**src/rtl/hsw_spi_pkg.sv**
```systemverilog
package hsw_spi_pkg;

  localparam int WORD_W = 16;
  localparam int ADDR_W = 5;
  localparam int DATA_W = WORD_W - 1 - ADDR_W;
  localparam int RD_W   = 9;
  localparam int CH_W   = 2;
  localparam int NCH    = 1 << CH_W;
  localparam int KIND_W = 3;
  localparam int SEL_W  = CH_W + KIND_W;

  typedef enum logic [KIND_W-1:0] {
    K_FAULT = 3'd0,
    K_PWM   = 3'd1,
    K_CFG0  = 3'd2,
    K_CFG1  = 3'd3,
    K_OCR   = 3'd4,
    K_GLOB  = 3'd5,
    K_RSV6  = 3'd6,
    K_RSV7  = 3'd7
  } kind_e;

  typedef struct packed {
    logic              wd;
    logic [ADDR_W-1:0] addr;
    logic [DATA_W-1:0] data;
  } cmd_t;

  typedef struct packed {
    logic [CH_W-1:0] ch;
    kind_e           kind;
  } sel_t;

  // A frame counts only with a nonzero whole number of words and no saturation.
  function automatic logic frame_len_ok(input int unsigned nbits, input logic saturated);
    return !saturated && (nbits != 0) && ((nbits % WORD_W) == 0);
  endfunction

  // Reply layout: watchdog, address, mode flag, selected readback.
  function automatic logic [WORD_W-1:0] build_reply(input cmd_t prev, input logic nm,
                                                    input logic [RD_W-1:0] rd);
    return {prev.wd, prev.addr, nm, rd};
  endfunction

endpackage

```
**src/rtl/hsw_spi_sync.sv**
```systemverilog
module hsw_spi_sync #(
  parameter int             W       = 3,
  parameter int             STAGES  = 2,
  parameter logic [W-1:0]   RST_VAL = '0
) (
  input  logic         clk,
  input  logic         rst_n,
  input  logic [W-1:0] din,
  output logic [W-1:0] level
);

  logic [W-1:0] chain [STAGES];

  generate
    for (genvar s = 0; s < STAGES; s++) begin : g_stage
      if (s == 0) begin : g_first
        always_ff @(posedge clk or negedge rst_n) begin
          if (!rst_n) chain[s] <= RST_VAL;
          else        chain[s] <= din;
        end
      end else begin : g_next
        always_ff @(posedge clk or negedge rst_n) begin
          if (!rst_n) chain[s] <= RST_VAL;
          else        chain[s] <= chain[s-1];
        end
      end
    end
  endgenerate

  assign level = chain[STAGES-1];

endmodule

```
**src/rtl/hsw_spi_frame.sv**
```systemverilog
module hsw_spi_frame
  import hsw_spi_pkg::*;
#(
  parameter int CNT_W = 8
) (
  input  logic              clk,
  input  logic              rst_n,
  input  logic              cs_n_s,
  input  logic              sck_s,
  input  logic              si_s,
  input  logic [WORD_W-1:0] reply,
  output logic              so,
  output logic              so_oe,
  output cmd_t              rx_word,
  output logic              frame_ok,
  output logic              len_ok,
  output logic              cs_fall_evt,
  output logic              cs_rise_evt,
  output logic [CNT_W-1:0]  bit_cnt
);

  localparam logic [CNT_W-1:0] CNT_MAX = '1;

  logic              cs_d, sck_d;
  logic              sck_rise_evt, sck_fall_evt;
  logic [WORD_W-1:0] rx_q, tx_q;
  logic [CNT_W-1:0]  cnt_q;

  always_ff @(posedge clk or negedge rst_n) begin
    if (!rst_n) begin
      cs_d  <= 1'b1;
      sck_d <= 1'b0;
    end else begin
      cs_d  <= cs_n_s;
      sck_d <= sck_s;
    end
  end

  assign cs_fall_evt  =  cs_d & ~cs_n_s;
  assign cs_rise_evt  = ~cs_d &  cs_n_s;
  assign sck_rise_evt =  sck_s & ~sck_d;
  assign sck_fall_evt = ~sck_s &  sck_d;

  always_ff @(posedge clk or negedge rst_n) begin
    if (!rst_n) begin
      cnt_q <= '0;
      rx_q  <= '0;
      tx_q  <= '0;
    end else if (cs_fall_evt) begin
      cnt_q <= '0;
      tx_q  <= reply;
    end else if (!cs_n_s) begin
      if (sck_rise_evt) begin
        rx_q <= {rx_q[WORD_W-2:0], si_s};
        if (cnt_q != CNT_MAX) cnt_q <= cnt_q + 1'b1;
      end
      if (sck_fall_evt) begin
        // newest received bit enters the tail: the echo appears 16 clocks later
        tx_q <= {tx_q[WORD_W-2:0], rx_q[0]};
      end
    end
  end

  assign len_ok   = frame_len_ok(32'(cnt_q), cnt_q == CNT_MAX);
  assign frame_ok = cs_rise_evt & len_ok;
  assign rx_word  = cmd_t'(rx_q);
  assign bit_cnt  = cnt_q;
  assign so       = tx_q[WORD_W-1];
  assign so_oe    = ~cs_n_s;

endmodule

```
**src/rtl/hsw_spi_regs.sv**
```systemverilog
module hsw_spi_regs
  import hsw_spi_pkg::*;
#(
  parameter logic [ADDR_W-1:0] SEL_ADDR = '0
) (
  input  logic                  clk,
  input  logic                  rst_n,
  input  logic                  frame_ok,
  input  cmd_t                  rx_word,
  input  logic                  normal_mode,
  input  logic [NCH*RD_W-1:0]   fault_rd,
  input  logic [NCH*RD_W-1:0]   pwm_rd,
  input  logic [NCH*RD_W-1:0]   cfg0_rd,
  input  logic [NCH*RD_W-1:0]   cfg1_rd,
  input  logic [NCH*RD_W-1:0]   ocr_rd,
  input  logic [RD_W-1:0]       glob_rd,
  output logic [WORD_W-1:0]     reply,
  output logic                  wr_stb,
  output logic                  wr_wd,
  output logic [ADDR_W-1:0]     wr_addr,
  output logic [DATA_W-1:0]     wr_data,
  output sel_t                  sel_q
);

  logic pend_q;
  cmd_t cmd_q, prev_q, prev_eff;
  sel_t sel_eff;
  logic [RD_W-1:0] rd_val;

  logic [RD_W-1:0] fault_a [NCH];
  logic [RD_W-1:0] pwm_a   [NCH];
  logic [RD_W-1:0] cfg0_a  [NCH];
  logic [RD_W-1:0] cfg1_a  [NCH];
  logic [RD_W-1:0] ocr_a   [NCH];

  generate
    for (genvar c = 0; c < NCH; c++) begin : g_ch
      assign fault_a[c] = fault_rd[c*RD_W +: RD_W];
      assign pwm_a[c]   = pwm_rd[c*RD_W +: RD_W];
      assign cfg0_a[c]  = cfg0_rd[c*RD_W +: RD_W];
      assign cfg1_a[c]  = cfg1_rd[c*RD_W +: RD_W];
      assign ocr_a[c]   = ocr_rd[c*RD_W +: RD_W];
    end
  endgenerate

  always_ff @(posedge clk or negedge rst_n) begin
    if (!rst_n) begin
      pend_q <= 1'b0;
      cmd_q  <= '0;
      prev_q <= '0;
      sel_q  <= '{ch: '0, kind: K_FAULT};
    end else begin
      pend_q <= frame_ok;
      if (frame_ok) cmd_q <= rx_word;
      if (pend_q) begin
        prev_q <= cmd_q;
        if (cmd_q.addr == SEL_ADDR) sel_q <= sel_t'(cmd_q.data[SEL_W-1:0]);
      end
    end
  end

  // Forward a commit that coincides with the next reply load.
  always_comb begin
    prev_eff = prev_q;
    sel_eff  = sel_q;
    if (pend_q) begin
      prev_eff = cmd_q;
      if (cmd_q.addr == SEL_ADDR) sel_eff = sel_t'(cmd_q.data[SEL_W-1:0]);
    end
  end

  always_comb begin
    unique case (sel_eff.kind)
      K_FAULT: rd_val = fault_a[sel_eff.ch];
      K_PWM:   rd_val = pwm_a[sel_eff.ch];
      K_CFG0:  rd_val = cfg0_a[sel_eff.ch];
      K_CFG1:  rd_val = cfg1_a[sel_eff.ch];
      K_OCR:   rd_val = ocr_a[sel_eff.ch];
      K_GLOB:  rd_val = glob_rd;
      default: rd_val = '0;
    endcase
  end

  assign reply   = build_reply(prev_eff, normal_mode, rd_val);
  assign wr_stb  = pend_q;
  assign wr_wd   = cmd_q.wd;
  assign wr_addr = cmd_q.addr;
  assign wr_data = cmd_q.data;

endmodule

```
**src/rtl/hsw_spi_slave.sv**
```systemverilog
module hsw_spi_slave
  import hsw_spi_pkg::*;
#(
  parameter int                CNT_W    = 8,
  parameter int                SYNC_STG = 2,
  parameter logic [ADDR_W-1:0] SEL_ADDR = '0
) (
  input  logic                clk,
  input  logic                rst_n,
  input  logic                sck,
  input  logic                cs_n,
  input  logic                si,
  output logic                so,
  output logic                so_oe,
  input  logic                normal_mode,
  input  logic [NCH*RD_W-1:0] fault_rd,
  input  logic [NCH*RD_W-1:0] pwm_rd,
  input  logic [NCH*RD_W-1:0] cfg0_rd,
  input  logic [NCH*RD_W-1:0] cfg1_rd,
  input  logic [NCH*RD_W-1:0] ocr_rd,
  input  logic [RD_W-1:0]     glob_rd,
  output logic                wr_stb,
  output logic                wr_wd,
  output logic [ADDR_W-1:0]   wr_addr,
  output logic [DATA_W-1:0]   wr_data
);

  localparam int           NPIN     = 3;
  localparam logic [NPIN-1:0] PIN_IDLE = 3'b001;

  logic [NPIN-1:0]   pin_s;
  logic [WORD_W-1:0] reply;
  cmd_t              rx_word;
  logic              frame_ok, len_ok, cs_fall_evt, cs_rise_evt;
  logic [CNT_W-1:0]  bit_cnt;
  sel_t              sel_q;

  hsw_spi_sync #(
    .W(NPIN), .STAGES(SYNC_STG), .RST_VAL(PIN_IDLE)
  ) u_sync (
    .clk(clk), .rst_n(rst_n), .din({si, sck, cs_n}), .level(pin_s)
  );

  hsw_spi_frame #(.CNT_W(CNT_W)) u_frame (
    .clk(clk), .rst_n(rst_n),
    .cs_n_s(pin_s[0]), .sck_s(pin_s[1]), .si_s(pin_s[2]),
    .reply(reply), .so(so), .so_oe(so_oe), .rx_word(rx_word),
    .frame_ok(frame_ok), .len_ok(len_ok),
    .cs_fall_evt(cs_fall_evt), .cs_rise_evt(cs_rise_evt), .bit_cnt(bit_cnt)
  );

  hsw_spi_regs #(.SEL_ADDR(SEL_ADDR)) u_regs (
    .clk(clk), .rst_n(rst_n), .frame_ok(frame_ok), .rx_word(rx_word),
    .normal_mode(normal_mode),
    .fault_rd(fault_rd), .pwm_rd(pwm_rd), .cfg0_rd(cfg0_rd),
    .cfg1_rd(cfg1_rd), .ocr_rd(ocr_rd), .glob_rd(glob_rd),
    .reply(reply), .wr_stb(wr_stb), .wr_wd(wr_wd),
    .wr_addr(wr_addr), .wr_data(wr_data), .sel_q(sel_q)
  );

endmodule

```
**config.mk**
```make
export PLATFORM = sky130hd
export DESIGN_NAME = hsw_spi_slave
export DESIGN_NICKNAME = d
export VERILOG_FILES = /design/src/rtl/hsw_spi_pkg.sv /design/src/rtl/hsw_spi_sync.sv /design/src/rtl/hsw_spi_frame.sv /design/src/rtl/hsw_spi_regs.sv /design/src/rtl/hsw_spi_slave.sv
export SDC_FILE = /design/constraint.sdc
export NUM_CORES = 1
export LEC_CHECK = 0
export ABC_AREA = 1
export ABC_CLOCK_PERIOD_IN_PS = 2800
export BUFFER_PORTS_ARGS = -buffer_cell sky130_fd_sc_hd__buf_2
export CAP_MARGIN = 5
export CORE_MARGIN = 4
export CORE_UTILIZATION = 40
export CTS_BUF_LIST = sky130_fd_sc_hd__clkbuf_8 sky130_fd_sc_hd__clkbuf_16
export DETAILED_ROUTE_END_ITERATION = 12
export PLACE_DENSITY = 0.67
export SLEW_MARGIN = 20
export SYNTH_ARGS = -nofsm -noshare
export SYNTH_HDL_FRONTEND = slang
export SYNTH_HIERARCHICAL = 1
export SYNTH_SLANG_ARGS = --single-unit
```
**constraint.sdc**
```tcl
create_clock -name clk -period 2.8 [get_ports clk]
set_clock_uncertainty 0.1 [all_clocks]
set_input_delay 0.56 -clock clk [delete_from_list [all_inputs] [get_ports clk]]
set_output_delay 0.56 -clock clk [all_outputs]
set_load 0.005 [all_outputs]
```
==> metrics.txt, run 1 <==
status=finished, final reports clean; sequential power share=0.438; RSZ-0062 raised after global routing=no; CTS buffer count=9; DRT Pass-1 Iters=5; GRT overflow=0; Worst Max-Slew Pin Slew=slightly above 0.6 ns; CTS tree=built; initial antenna violation count=0; largest fanout on the critical path=22; Switch Pwr=755 uW; Die X=between 100 and 150 um; routability cong.=~0.90; Ys Warns=6; fin. max-slew vios=0; Final min period=~2.5 ns; DIE AREA=between 0.015 and 0.02 mm^2; f_max=393 MHz; antenna cell count=0; GRT Util Overall=0.220; Max VDD drop=about 320 uV; Crit. End Element=flop; logic gate share of total power=0.154; R2R Setup Slk=about 0.25 ns; final wirelength=around 18,000 um; clock net sink count=76; final setup violation count=0; reg2reg path depth=15; Root Buffer Master=clkbuf_16; syn_nets=1,136; Leak=around 0.0043 uW; Max clock buf depth=2; period utilisation layout=0.909; area grow syn2layout=25.2%; floorplan row count=between 40 and 50; Vias=approximately 6,400; Power Internal=about 2100 uW; layout cells sized above 1=0.246; PD cells=approximately 390 mW/mm^2; Skew-Pair Late Insertion Delay=0.33 ns; Max-slew headroom=0.596; io pins=214; WP data arrival=approximately 2.6 ns; CP required=2.88 ns; area of the multi-input gates=0.00296 mm^2; hold buffers post-CTS=0; first-pass GRT wire length=29,500 um; Worst Hold Class=in2async; final-layout fill cell count=1,491; DRC errors left=0; postcts setup bufs=0; WS Path Type=reg2reg; CP Launch Type=flop; RR Endpoint=u_frame/tx_q[7]; final hold vios=0; dpl cell area=just under 0.007 mm^2; mean routed wirelength per cell=~14 um; Post-Synthesis Cells=between 900 and 1,000; hpwl dp=between 10,000 and 15,000 um; largest net degree at the start of global routing=67; vias in the first global route=about 6,000; Reg2Reg Launch Point=u_regs/wr_stb; fin area=0.00722 mm^2; Buffers on Ports=between 200 and 250; Placeable Area=0.0140 mm^2; setup TNS=0 ns; Sw Share=0.265; clock transition at the registers of the reported paths=roughly 0.060 ns; post_cts resized=0; Initial Utilization=0.412; Final ANT Viol Nets=0; clock power share=0.408; nets@finish=1,326; Storage cell area=between 0.0015 and 0.002 mm^2; die height=about 130 um; initial drt markers=480; H-tree levels=3; Hold WS=about 0.13 ns; syn avg cell area=between 6 and 7 um^2; MaxCap Viol Count=0; synthesized area=roughly 0.0058 mm^2; Core Util, Final=0.516; vias per cell=slightly below 5
registers in the layout (all words and copies together), names as in the netlist:
signal           cells
u_frame/bit_cnt      8
u_sync/chain         3
u_regs/wr_addr       5
u_regs/wr_data      10
u_regs/wr_wd         1
u_frame/sck_d        1
u_frame/cs_d         1
u_regs/prev_q        6
u_regs/sel_q         5
u_frame/tx_q        16
u_sync/level         3
u_frame/rx_word     16
u_regs/wr_stb        1
cells in the final DEF, fill, tap and decap left out, drive strengths merged:
master    count
clkinvlp      1
nand3       126
inv         166
a21boi        1
bufinv        1
nand4        11
ha            2
a31oi        16
dfrtp        73
xor2          1
a21oi         3
nor3b         1
clkbuf        9
buf         224
nand2       392
o21ai        31
clkinv        3
dfstp         3
mux2          6
nor2         54
nor3          2
nand3b        8
routing by layer:
| metal | global-route usage | routed length (um) | up-vias |
|---|---|---|---|
| met5 | 0 | 0 | - |
| met4 | 0.0568 | 359 | 0 |
| met3 | 0.0500 | 1450 | 28 |
| met2 | 0.345 | 8100 | 232 |
| met1 | 0.309 | 8210 | 2861 |
| li1 | - | - | 3246 |
worst max-delay path, stage by stage, from the launching register on:
cell     delay [ns]
dfrtp_1        0.40
inv_2          0.19
nor2_8         0.07
nand3_2        0.14
nand2_4        0.17
nand2_4        0.23
buf_4          0.29
nand2_1        0.08
nand3_1        0.08
nand2_1        0.08
nand2_1        0.06
nand2_1        0.04
nor2_1         0.22
nand2_1        0.08
nand2_1        0.07
a31oi_1        0.07
worst max-delay path by stage:
stage / slack (ns) / depth (start not counted) / end / from
3_5_place_dp: 0.30 / 15 / u_frame/tx_q[7] / u_regs/wr_stb
5_1_grt: 0.02 / 15 / u_frame/tx_q[6] / u_regs/wr_stb
2_1_floorplan: 0.79 / 13 / u_frame/tx_q[4] / u_regs/wr_addr[1]
3_3_place_gp: 0.30 / 15 / u_frame/tx_q[7] / u_regs/wr_stb
4_1_cts: 0.27 / 15 / u_frame/tx_q[7] / u_regs/wr_stb
6_report: 0.25 / 15 / u_frame/tx_q[7] / u_regs/wr_stb
cell type report:
class | count | area share
multi-input combinational | 654 | 0.410
sequential | 76 | 0.264
timing repair buffer | 224 | 0.168
inverter | 164 | 0.0853
clock buffer | 9 | 0.0312
tap | 180 | 0.0312
clock inverter | 7 | 0.0102
power by group through the flow:
stage	clock [uW]	combinational, uW	sequential (uW)
floorplan	0	235	1250
global route	1230	506	1260
CTS	1180	440	1250
detailed placement	0	437	1270
finish	1160	439	1250
global placement	0	439	1260
through the flow:
step / total power [uW] / worst slack, ns / std cells
floorplan: 1480 / 0.791 / 939
global placement: 1700 / 0.302 / 1298
detailed placement: 1700 / 0.295 / 1298
CTS: 2870 / 0.271 / 1314
global route: 2990 / 0.0218 / 1314
finish: 2850 / 0.254 / 1314
No activity file was read; power rests on OpenSTA's default activity.
==> inputs of run 2 (changes only) <==
CORE_UTILIZATION = 45   (was 40)
PLACE_DENSITY = 0.74   (was 0.67)
==> run 2 against run 1 <==
Sequential share of layout area is 0.13 points lower. Setup slack worse by 0.0063 ns. Global-route usage grew 1.9 points. Register-to-register slack hardly changed. Sequential cell count stayed put. Maximum frequency decreased by 0.25%. Critical path type unchanged. Critical endpoint is now u_frame/tx_q[8]. Highest routed layer unchanged.
==> metrics.txt, run 2 (synthesis results as in run 1) <==
status=finished, final reports clean; final-layout fill cell count=1,273 (-15%); f_max=392 MHz (-0.25%); postcts setup bufs=0 (unchanged); dpl ws=0.229 ns (-0.0665 ns); final hold vios=0 (unchanged); vias per cell=4.93 (+1.8%); CTS buffer count=9 (unchanged); Power Internal=2110 uW (+0.95%); Switch Pwr=721 uW (-4.4%); RSZ-0062 raised after global routing=no; Skew-Pair Late Insertion Delay=0.32 ns (about the same); routability cong.=0.928 (+3.7%); Placeable Area=0.0126 mm^2 (-10%); commonest non-fill, non-tap cell in the layout=nand2_1; Leak=0.00434 uW (+0.59%); first-pass GRT wire length=28,600 um (-3.0%); layout cells sized above 1=0.247 (+0.00111); CP Launch Type=flop; vias in the first global route=5,781 (-5.5%); nets@finish=1,329 (+0.23%); PD cells=390 mW/mm^2 (-0.97%); WP data arrival=2.61 ns (-0.02 ns); clock power share=0.404 (-0.004); setup TNS=0 ns (unchanged); commonest cells after routing, fill and taps aside=nand2_1 (384), buf_2 (213), inv_1 (159), nand3_1 (125), dfrtp_1 (73); Worst Hold Class=in2async; WS Path Type=reg2reg; Buffers on Ports=213 (unchanged); H-tree levels=3 (unchanged); clock net sink count=76 (unchanged); period utilisation layout=0.911 (+0.00225); Root Buffer Master=clkbuf_16; largest net degree at the start of global routing=77 (+15%); Power, Total=2830 uW (-0.47%); Max VDD drop=282 uV (-11%); Worst Setup EP=u_frame/tx_q[8]; GRT overflow=0 (unchanged); initial drt markers=501 (+4.4%); fin. max-slew vios=0 (unchanged); initial antenna violation count=1 (+1); Reg2Reg Launch Point=u_regs/wr_addr[1]; Die X=121 um (-5.4%); MaxCap Viol Count=0 (unchanged); die height=121 um (-5.4%); CP required=2.86 ns (-0.02 ns); clock transition at the registers of the reported paths=0.06 ns (about the same); hpwl dp=13,800 um (+0.16%); reg2reg path depth=13 (-2); Final min period=2.55 ns (+0.00630 ns); Max-slew headroom=0.522 (-0.0734); mean routed wirelength per cell=13.7 um (-0.74%); Non-Filler Instances=1,310 (-0.30%); sequential power share=0.441 (+0.003); logic gate share of total power=0.155 (about the same); final setup violation count=0 (unchanged); Max clock buf depth=2 (unchanged); largest fanout on the critical path=66 (+200%); CP Launch Point=u_regs/wr_addr[1]; RR Endpoint=u_frame/tx_q[8]; floorplan row count=41 (-4.7%); DRT Pass-1 Iters=5 (unchanged); GRT Util Overall=0.240 (+0.0192); placed cells=1,293 (-0.39%); Final ANT Viol Nets=0 (unchanged); final wirelength=17,900 um (-1.0%); DRC errors left=0 (unchanged); area grow syn2layout=25.8%; Vias=6,459 (+1.4%); Initial Utilization=0.459 (+0.0466); Crit. End Element=flop; R2R Setup Slk=0.25 ns (about the same); CTS tree=built; post_cts resized=0 (unchanged); DIE AREA=0.0147 mm^2 (-10%); setup ws final=0.248 ns (-0.00630 ns); Sw Share=0.255 (-0.0105); Worst Max-Slew Pin Slew=0.713 ns (+0.106 ns); io pins=214 (unchanged); hold buffers post-CTS=0 (unchanged)
## run 2: worst min path at each step
stage	start	to	slack (ns)
floorplan	rst_n	u_frame/bit_cnt[0]	0.16
global placement	u_sync/chain[4]	u_sync/level[1]	0.23
detailed placement	u_sync/chain[4]	u_sync/level[1]	0.24
CTS	rst_n	u_frame/bit_cnt[6]	0.18
global route	rst_n	u_frame/bit_cnt[2]	0.18
finish	rst_n	u_frame/bit_cnt[6]	0.13
## run 2: layout make-up
type                    count  area [um^2]  share of cell area
flip-flops and latches     76         1910               0.263
clock buffers              10          239              0.0329
inverters                 164          616              0.0849
clock inverters             6         63.8             0.00880
well taps                 172          215              0.0297
repair buffers            227         1250               0.172
multi-input cells         654         2970               0.409
diodes                      1         2.50            0.000345
## run 2: power groups by stage
stage               Sequential (uW)  Clock (uW)  Combinational (uW)
floorplan                      1250           0                 235
global placement               1260           0                 432
detailed placement             1270           0                 437
CTS                            1250        1170                 440
global route                   1260        1220                 504
finish                         1250        1150                 439
## run 2: metrics by stage
step	hold WS (ns)	instance area (um^2)	util
4_1_cts	0.175	7240	0.576
5_1_grt	0.176	7250	0.577
2_1_floorplan	0.164	5770	-
3_3_place_gp	0.235	6940	0.552
6_report	0.135	7250	0.577
3_5_place_dp	0.243	6940	0.552
## run 2: critical path, cell delays in order (launching register included)
cell     delay (ns)
dfrtp_1        0.41
nor2_4         0.25
nand4_2        0.34
nand2_2        0.18
buf_12         0.26
nand2_1        0.10
nand3_1        0.09
nand2_1        0.08
nand2_1        0.06
nand2_1        0.04
nor2_1         0.19
nand2_1        0.08
nand2_1        0.07
a31oi_1        0.09
## run 2: routing by layer
metal,up-vias,wire length (um),GRT usage
met5,-,0,0
met4,0,170,0.0406
met3,16,1420,0.0410
met2,271,8370,0.392
met1,2924,7970,0.340
li1,3248,-,-
==> inputs of run 3 (changes only) <==
--- a/config.mk
+++ b/config.mk
@@ -13,4 +13,5 @@
 export CORE_UTILIZATION = 45
-export CTS_BUF_LIST = sky130_fd_sc_hd__clkbuf_8 sky130_fd_sc_hd__clkbuf_16
+export CTS_BUF_LIST = sky130_fd_sc_hd__clkbuf_4 sky130_fd_sc_hd__clkbuf_8 sky130_fd_sc_hd__clkbuf_16
 export DETAILED_ROUTE_END_ITERATION = 12
+export MAX_ROUTING_LAYER = met4
 export PLACE_DENSITY = 0.74
==> constraint.sdc (replaced) <==
create_clock -name clk -period 2.8 [get_ports clk]
set_clock_uncertainty 0.1 [all_clocks]
set_input_delay 0 -clock clk [delete_from_list [all_inputs] [get_ports clk]]
set_output_delay 0 -clock clk [all_outputs]
set_load 0.005 [all_outputs]
==> run 3 against run 2 <==
Via count is 0.53% lower. Clock power is 11% higher. Utilization is 0.34 points higher. Die area stayed put. Setup slack got worse by 0.023 ns. Register-to-register slack got worse by 0.02 ns. Global-route usage grew 1.2 points. Sequential power barely moved. Power is 4.6% higher. Critical path depth rose by 3. Largest cell class unchanged.
==> metrics.txt, run 3 (synthesis results as in run 1) <==
Max clock buf depth=2 (unchanged); first-pass GRT wire length=28,900 um (+1.3%); Final ANT Viol Nets=0 (unchanged); Placeable Area=0.0126 mm^2 (unchanged); initial antenna violation count=1 (unchanged); Storage cell area=0.00191 mm^2 (unchanged); RSZ-0062 raised after global routing=no; clock power share=0.430 (+0.026); CP Launch Type=flop; Max VDD drop=318 uV (+13%); Crit. End Element=flop; die height=121 um (unchanged); GRT Util Overall=0.252 (+0.0120); setup ws final=0.224 ns (-0.0234 ns); DIE AREA=0.0147 mm^2 (unchanged); fin. max-slew vios=0 (unchanged); Leak=0.00435 uW (+0.29%); DRT Pass-1 Iters=6 (+1); fin area=0.00730 mm^2 (+0.59%); Sw Share=0.259 (+0.00424); mean routed wirelength per cell=13.8 um (+0.67%); Initial Utilization=0.459 (unchanged); Power, Total=2960 uW (+4.6%); CTS buffer count=9 (unchanged); Worst Max-Slew Pin Slew=0.545 ns (-0.168 ns); area grow syn2layout=26.6%; dpl ws=0.269 ns (+0.0401 ns); vias per cell=4.89 (-0.75%); commonest cells after routing, fill and taps aside=nand2_1 (384), buf_2 (213), inv_1 (158), nand3_1 (125), dfrtp_1 (73); CTS tree=built; vias in the first global route=6,072 (+5.0%); sequential power share=0.421 (-0.020); Vias=6,425 (-0.53%); MaxCap Viol Count=0 (unchanged); GRT overflow=0 (unchanged); Die X=121 um (unchanged); Worst Hold Class=in2reg; Hold WS=0.0622 ns (-0.0727 ns); Final min period=2.58 ns (+0.0234 ns); clock net sink count=76 (unchanged); post_cts resized=0 (unchanged); initial drt markers=467 (-6.8%); layout cells sized above 1=0.246 (-0.00153); area of the multi-input gates=0.00296 mm^2 (-0.25%); f_max=388 MHz (-0.91%); WS Path Type=reg2reg; largest fanout on the critical path=66 (unchanged); io pins=214 (unchanged); nets@finish=1,332 (+0.23%); Max-slew headroom=0.637 (+0.114); WP data arrival=2.66 ns (+0.05 ns); hpwl dp=13,800 um (-0.17%); final-layout fill cell count=1,284 (+0.86%); PD cells=406 mW/mm^2 (+4.0%); final hold vios=0 (unchanged); DRC errors left=0 (unchanged); Switch Pwr=767 uW (+6.4%); dpl cell area=0.00691 mm^2 (-0.40%); Power Internal=2200 uW (+4.1%); Root Buffer Master=clkbuf_16; commonest non-fill, non-tap cell in the layout=nand2_1; clock transition at the registers of the reported paths=0.06 ns (about the same); Buffers on Ports=213 (unchanged); logic gate share of total power=0.149 (-0.006); largest net degree at the start of global routing=67 (-13%); period utilisation layout=0.920 (+0.00836); status=finished, final reports clean; routability cong.=0.982 (+5.8%); setup TNS=0 ns (unchanged); final setup violation count=0 (unchanged); Skew-Pair Late Insertion Delay=0.34 ns (+0.02 ns); H-tree levels=3 (unchanged); floorplan row count=41 (unchanged); final wirelength=18,100 um (+0.90%); CP required=2.89 ns (+0.03 ns)
-- run 3: cell count changes in the layout (fill, tap and decap cells not counted), sizes merged --
cell / change
clkinv: -2
inv: +2
buf: -2
clkbuf: -1
bufinv: +1
dlygate4sd3: +5
-- run 3: path summary, 6_finish.rpt --
kind / from / endpoint / slack [ns] / cells past startpoint
worst min register to register: u_sync/chain[5] / u_sync/level[2] / 0.25 / 0
worst max-delay path: u_regs/wr_stb / u_frame/tx_q[7] / 0.22 / 16
worst max register to register: u_regs/wr_stb / u_frame/tx_q[7] / 0.22 / 16
worst min-delay path: glob_rd[3] / u_frame/tx_q[3] / 0.06 / 7
min in group asynchronous: rst_n / u_frame/bit_cnt[7] / 0.07 / 2
max in group asynchronous: rst_n / u_frame/cs_d / 1.82 / 3
-- run 3: power by group through the flow --
stage	Sequential (uW)	Combinational, uW	Clock, uW
2_1_floorplan	1250	235	0
3_3_place_gp	1260	430	0
3_5_place_dp	1270	436	0
4_1_cts	1250	443	1300
5_1_grt	1260	507	1350
6_report	1250	441	1280
-- run 3: through the flow --
step | util | cells
detailed placement | 0.550 | 1291
floorplan | - | 939
finish | 0.581 | 1313
global route | 0.581 | 1313
global placement | 0.550 | 1291
CTS | 0.580 | 1312
-- run 3: area by class of cell --
cell class,count,share of cell area
inverters,164,0.0844
repair buffers,230,0.174
clock inverters,7,0.0144
well taps,172,0.0295
flip-flops and latches,76,0.261
clock buffers,9,0.0309
multi-input cells,654,0.406
diodes,1,0.000343
-- run 3: routing by layer --
layer	global-route usage	share of wire
met3	0.0392	0.085
met4	0.0784	0.023
met5	-	0
met1	0.336	0.43
met2	0.397	0.46
-- run 3: what timing repair did --
action,in CTS,in global routing
endpoints found under the setup margin,0,0
hold endpoints to repair,36,0
hold buffers,5,0
setup buffers,0,0
-- run 3: critical path, stage by stage, from the launching register on --
cell,delay (ns)
dfrtp_1,0.39
inv_2,0.19
nor2_8,0.07
nand3_2,0.10
buf_4,0.20
nand2_2,0.16
nand2_2,0.13
buf_12,0.26
nand2_1,0.08
nand3_1,0.09
nand2_1,0.07
nand2_1,0.06
nand2_1,0.04
nor2_1,0.22
nand2_1,0.09
nand2_1,0.07
a31oi_1,0.08
